$ cat src/rtl/obuf_pkg.sv
package obuf_pkg;

    typedef enum logic {
        CPY_NOW = 1'b0,
        CPY_VBL = 1'b1
    } cpy_mode_e;

    // per-slot copy controls gathered for one clock edge
    typedef struct packed {
        logic      wr_hit;
        logic      busy;
        logic      vblank;
        logic      force_due;
        cpy_mode_e mode;
    } slot_ctl_t;

    // decides whether a slot moves its parked word at this edge
    function automatic logic slot_fires(input slot_ctl_t c, input logic pend_q);
        if (c.busy)
            return 1'b0;
        if (c.force_due)
            return 1'b1;
        return (pend_q | c.wr_hit) & ((c.mode == CPY_NOW) | c.vblank);
    endfunction

endpackage

$ cat src/rtl/obuf_mode_reg.sv
module obuf_mode_reg #(
    parameter int NCH = 4
) (
    input  logic           clk,
    input  logic           rst,
    input  logic           wr_en,
    input  logic [NCH-1:0] wr_data,
    output logic [NCH-1:0] mode_o
);

    always_ff @(posedge clk) begin
        if (rst)
            mode_o <= '0;
        else if (wr_en)
            mode_o <= wr_data;
    end

endmodule

$ cat src/rtl/obuf_force_ctl.sv
module obuf_force_ctl #(
    parameter int NCH = 4
) (
    input  logic           clk,
    input  logic           rst,
    input  logic           req,
    input  logic [NCH-1:0] busy,
    output logic [NCH-1:0] due_o,
    output logic           pending_o
);

    logic [NCH-1:0] due_n;

    // an idle channel is served at the edge it sees its flag
    always_comb begin
        if (req)
            due_n = '1;
        else
            due_n = due_o & busy;
    end

    always_ff @(posedge clk) begin
        if (rst)
            due_o <= '0;
        else
            due_o <= due_n;
    end

    assign pending_o = |due_o;

endmodule

$ cat src/rtl/obuf_chan_slot.sv
module obuf_chan_slot
    import obuf_pkg::*;
#(
    parameter int DW = 32
) (
    input  logic          clk,
    input  logic          rst,
    input  slot_ctl_t     ctl,
    input  logic [DW-1:0] wr_data,
    output logic [DW-1:0] active_o
);

    logic [DW-1:0] held_q;
    logic [DW-1:0] held_n;
    logic          pend_q;
    logic          fire;

    always_comb begin
        held_n = ctl.wr_hit ? wr_data : held_q;
        fire   = slot_fires(ctl, pend_q);
    end

    always_ff @(posedge clk) begin
        if (rst) begin
            held_q   <= '0;
            pend_q   <= 1'b0;
            active_o <= '0;
        end else begin
            held_q <= held_n;
            if (fire) begin
                active_o <= held_n;
                pend_q   <= 1'b0;
            end else begin
                pend_q <= pend_q | ctl.wr_hit;
            end
        end
    end

endmodule

$ cat src/rtl/obuf_copy_ctrl.sv
module obuf_copy_ctrl
    import obuf_pkg::*;
#(
    parameter int NCH = 4,
    parameter int DW  = 32,
    localparam int SW = (NCH > 1) ? $clog2(NCH) : 1
) (
    input  logic              clk,
    input  logic              rst,
    input  logic              cmd_wr_en,
    input  logic [SW-1:0]     cmd_wr_sel,
    input  logic [DW-1:0]     cmd_wr_data,
    input  logic              mode_wr_en,
    input  logic [NCH-1:0]    mode_wr_data,
    input  logic              ctl_wr_en,
    input  logic              ctl_wr_force,
    input  logic [NCH-1:0]    xfer_busy,
    input  logic              vblank,
    output logic [NCH*DW-1:0] active_buf,
    output logic              copy_pending
);

    logic [NCH-1:0] mode_q;
    logic [NCH-1:0] force_due;
    logic           force_req;

    assign force_req = ctl_wr_en & ctl_wr_force;

    obuf_mode_reg #(.NCH(NCH)) u_mode (
        .clk     (clk),
        .rst     (rst),
        .wr_en   (mode_wr_en),
        .wr_data (mode_wr_data),
        .mode_o  (mode_q)
    );

    obuf_force_ctl #(.NCH(NCH)) u_force (
        .clk       (clk),
        .rst       (rst),
        .req       (force_req),
        .busy      (xfer_busy),
        .due_o     (force_due),
        .pending_o (copy_pending)
    );

    for (genvar c = 0; c < NCH; c++) begin : g_slot
        slot_ctl_t ctl;

        always_comb begin
            ctl.wr_hit    = cmd_wr_en & (cmd_wr_sel == SW'(c));
            ctl.busy      = xfer_busy[c];
            ctl.vblank    = vblank;
            ctl.force_due = force_due[c];
            ctl.mode      = cpy_mode_e'(mode_q[c]);
        end

        obuf_chan_slot #(.DW(DW)) u_slot (
            .clk      (clk),
            .rst      (rst),
            .ctl      (ctl),
            .wr_data  (cmd_wr_data),
            .active_o (active_buf[c*DW +: DW])
        );
    end

endmodule

$ cat config.mk
export PLATFORM = sky130hd
export DESIGN_NAME = obuf_copy_ctrl
export DESIGN_NICKNAME = d
export VERILOG_FILES = /design/src/rtl/obuf_pkg.sv /design/src/rtl/obuf_mode_reg.sv /design/src/rtl/obuf_force_ctl.sv /design/src/rtl/obuf_chan_slot.sv /design/src/rtl/obuf_copy_ctrl.sv
export SDC_FILE = /design/constraint.sdc
export NUM_CORES = 1
export LEC_CHECK = 0
export BUFFER_PORTS_ARGS = -buffer_cell sky130_fd_sc_hd__buf_4
export CAP_MARGIN = 10
export CELL_PAD_IN_SITES_DETAIL_PLACEMENT = 0
export CELL_PAD_IN_SITES_GLOBAL_PLACEMENT = 1
export CORE_MARGIN = 3
export CORE_UTILIZATION = 44
export DETAILED_ROUTE_END_ITERATION = 10
export GPL_TIMING_DRIVEN = 0
export HOLD_SLACK_MARGIN = 0.06
export PLACE_DENSITY_LB_ADDON = 0.1
export SYNTH_ARGS = -nofsm -noshare
export SYNTH_HDL_FRONTEND = slang
export SYNTH_SLANG_ARGS = --single-unit
$ cat constraint.sdc
create_clock -name clk -period 3.53 [get_ports clk]
set_clock_uncertainty 0.15 [all_clocks]
set_input_delay 0.5295 -clock clk [delete_from_list [all_inputs] [get_ports clk]]
set_output_delay 0.5295 -clock clk [all_outputs]
set_load 0.03 [all_outputs]
==> results.md <==
Routing:
- The post-route antenna net violation count is 0.
- The detailed router finished its first iteration with 463 violations.
- The DRC violation count after routing is 0.
- The first-pass iteration count of the detailed router is 7.
- The vias after detailed routing is 7116.
- The routed design has 24360 um of wire.
- Dividing the detail-routed via count by the number of cells gives 5.138.
- Dividing the detail-routed wire length by the instance count gives 17.59 um.

Layout:
- The layout cell share with drive strength beyond 1 is 0.2018.
- The utilization after layout is 0.5849.
- For this run, the number of standard cells in the final layout without fillers is 1385.
- The library cell used most frequently in the layout, excluding fill and tap cells, is dfxtp_1.
- The top cell types in the final layout, fill and taps aside, are dfxtp_1 (268), nand2_1 (261), buf_4 (172).
- The combined area of the multi-input logic cells is 0.003058 mm2.
- The area of all sequential standard cells is 0.005365 mm2.
- The number of nets in the finished design is 1156.
- Relative to the synthesized area, the layout overhead comes to 27.96%.
- The repair_antennas step left the layout with diodes totalling 0.
- The finished cells cover 0.01116 mm2.
- Fill cells in the final layout number 1780.

Timing:
- Across all hold checks on the routed design, the worst slack comes to 0.1110 ns.
- The count of pins over their slew limit was 0.
- Setup violations remaining at the end of the flow were counted as 0.
- The transition time at the pin with the least slew margin is 0.9259 ns.
- The worst path in the final design needs a cycle of 2.806 ns, including I/O delays and setup.
- The maximum frequency from static timing analysis is 0.3563 GHz.
- The post-route clock period utilization is 0.7950.
- The total negative slack for setup checks is 0 ns.
- The final worst slack is 0.7237 ns.
- Setup repair after global routing left no endpoint under its margin.
- The final-report hold violation count came to 0.
- The relative slew slack is 0.3828.

Synth:
- The number of nets handed over by synthesis was 955.
- After synthesis, the largest family of logic cells by area is compound AO/OA/AOI/OAI gates.
- Synthesis handed over a netlist of 906 instances.
- Averaged over all synthesized cells, the footprint is 9.627 um2.
- The simple-gate share of the synthesized area is 0.1313.
- The portion of synthesized area spent on multiplexers is 0.004590.
- The cell area after synthesis is 0.008722 mm2.
- Counting flops and latches in the post-synthesis netlist gives 268.
- The post-synthesis xor/xnor area fraction is 0.
- The register area share after synthesis is 0.6151.
- The area fraction in compound gates after synthesis is 0.2147.
- After synthesis, the cell types taking the most area are dfxtp_1 (62%), o22a_1 (13%), nand2_1 (11%), a21oi_1 (7.8%), clkbuf_1 (2.7%).
- The number of warnings printed during yosys synthesis is 0.
- The netlist uses 21 different library cells.
- The top cell type by total area after synthesis is dfxtp_1.
- The share of synthesized area in the top cell type comes to 0.6151.
- The share of synthesized cell area in full adder, half adder and majority cells is 0.

Placement:
- The HPWL after detailed placement is 17450 um.
- The post-placement worst setup slack is 0.2237 ns.
- The number of buffer cells added on primary ports is 172.
- The placed instance count is 1338.
- Routability-driven placement finished with a final weighted congestion of 0.7792.
- The instance area after placement is 0.01034 mm2.

Global routing:
- Across every metal layer, demand over resource in global routing totals 0.2189.
- The remaining global-route overflow is 0.
- The maximum number of pins on one net before global-route repair is 14.
- The global-route wire length before repair is 37910 um.
- The initial antenna violation count is 0.
- The number of global-route vias before repair is 6721.

Worst setup path:
- The worst setup path is captured at a flop.
- At the worst endpoint, the required time is 3.78 ns.
- The kind of critical path is input port to flop.
- The library cell appearing most often on the critical path is clkbuf_1.
- The critical path startpoint category is an input port.
- The largest fanout of any net on the critical path is 10.
- Walking the worst path, the cells encountered are clkbuf_1 > nand3b_1 > a221oi_2 > nor2_1 > clkbuf_1 > o22a_1.
- On the worst path, the slowest cell contributes a delay of 0.90 ns.
- The worst endpoint data arrival time is 3.06 ns.
- The standard cell with the maximum stage delay on the critical path is a221oi_2.

Clocking:
- TritonCTS built the clock tree.
- After clock tree synthesis, the setup repair step added 0 buffers.
- The number of H-tree levels is 1.
- The later-pin clock latency in the skew report is 0.51 ns.
- Gates resized during post-CTS repair numbered 0.
- The root buffer cell chosen for the clock tree is clkbuf_16.
- The post-CTS clock slew at the launch and capture registers of the worst setup and hold paths is 0.06 ns.
- No sink is reached through more buffers than the 3 on the longest clock path.
- Buffers inserted to repair hold after CTS numbered 0.
- TritonCTS created 27 clock buffers.
- The number of clock sinks seen by CTS is 268.

Power:
- In this run the static leakage power is 5.086 nW.
- The net switching power is 1.747 mW.
- Of the total power, the share spent switching nets is 0.2572.
- The worst ir drop on vdd is 0.3595 mV.
- Power comes to 6.791 mW.
- The cell-internal power is 5.044 mW.
- Of the total power, registers draw 0.483.
- For this design the ratio of total power to cell area is 608.4 mW/mm2.
- The portion of total power attributed to the clock network is 0.388.
- The portion of total power attributed to combinational logic is 0.129.

Die:
- The number of placement rows is 50.
- The die is 146.8 um wide.
- The area of the core is 0.01908 mm2.
- The die covers 0.02155 mm2.
- The die is 146.8 um tall.
- The top-level port count is 178.
- For this configuration, the core starts out at a cell density of 0.4571.

Run status:
- The run finished with clean final reports.

Job:
- Across the run, the number of max-cap violations was 0.

Min path:
- The worst hold path belongs to the class input port to flop.
[power by group through the flow]
stage | clock network (mW) | logic, mW | registers (mW)
2_1_floorplan | 0 | 0.299 | 3.56
3_5_place_dp | 0 | 0.883 | 3.35
4_1_cts | 2.68 | 0.886 | 3.28
6_report | 2.63 | 0.878 | 3.28
5_1_grt | 2.81 | 0.941 | 3.30
3_3_place_gp | 0 | 0.877 | 3.34
[cell usage after synthesis, drive strengths merged]
library cell	instances
nand3	1
clkbuf	63
mux2i	4
and3b	2
a221oi	4
o22a	128
a21oi	136
dfxtp	268
nor3	4
buf	9
nor3b	1
or4	1
nor2	20
and3	1
or3b	1
nand3b	2
nand2	261
[worst paths after layout]
check | start | end | slack, ns | depth (start not counted)
worst min register to register | g_slot[1].u_slot.held_q[26]$_SDFF_PP0_ | g_slot[1].u_slot.held_q[26]$_SDFF_PP0_ | 0.31 | 2
worst min-delay path | mode_wr_data[3] | u_mode.mode_o[3]$_SDFFE_PP0P_ | 0.11 | 3
worst max-delay path | cmd_wr_sel[0] | g_slot[1].u_slot.active_o[2]$_SDFFE_PP0P_ | 0.72 | 6
worst max register to register | u_force.due_o[1]$_SDFF_PP0_ | g_slot[1].u_slot.active_o[2]$_SDFFE_PP0P_ | 1.05 | 5
[layout make-up]
type | instances | area share
buffer | 72 | 0.02679
clock buffer | 38 | 0.06962
clock inverter | 9 | 0.004036
multi-input combinational | 566 | 0.2740
sequential | 268 | 0.4807
tap | 260 | 0.02915
timing repair buffer | 172 | 0.1157
[worst max-delay path, delay by kind of cell]
family / cells / cell delay (ns)
compound gates: 2 / 1.15
buf+inv: 2 / 0.55
simple gates: 2 / 0.82
[registers in the layout, summed over array words and instances (netlist names)]
name                    count
g_slot.u_slot.active_o    128
g_slot.u_slot.pend_q        4
u_force.due_o               4
g_slot.u_slot.held_q      128
u_mode.mode_o               4
[logic make-up (layout without fill, tap and decap cells)]
logic type	after synthesis	count (layout)
simple gates	294	294
compound gates	268	268
flops	268	268
buf+inv	72	291
mux	4	4
[layer usage]
layer	wire, um	up-vias	global-route usage	share of wire
met1	11420	3347	0.3176	0.47
met5	0	-	0	0
met4	537	0	0.04892	0.022
met2	10680	214	0.3374	0.44
met3	1719	36	0.04565	0.071
li1	-	3519	-	-
Power figures use the tool's default switching activity.
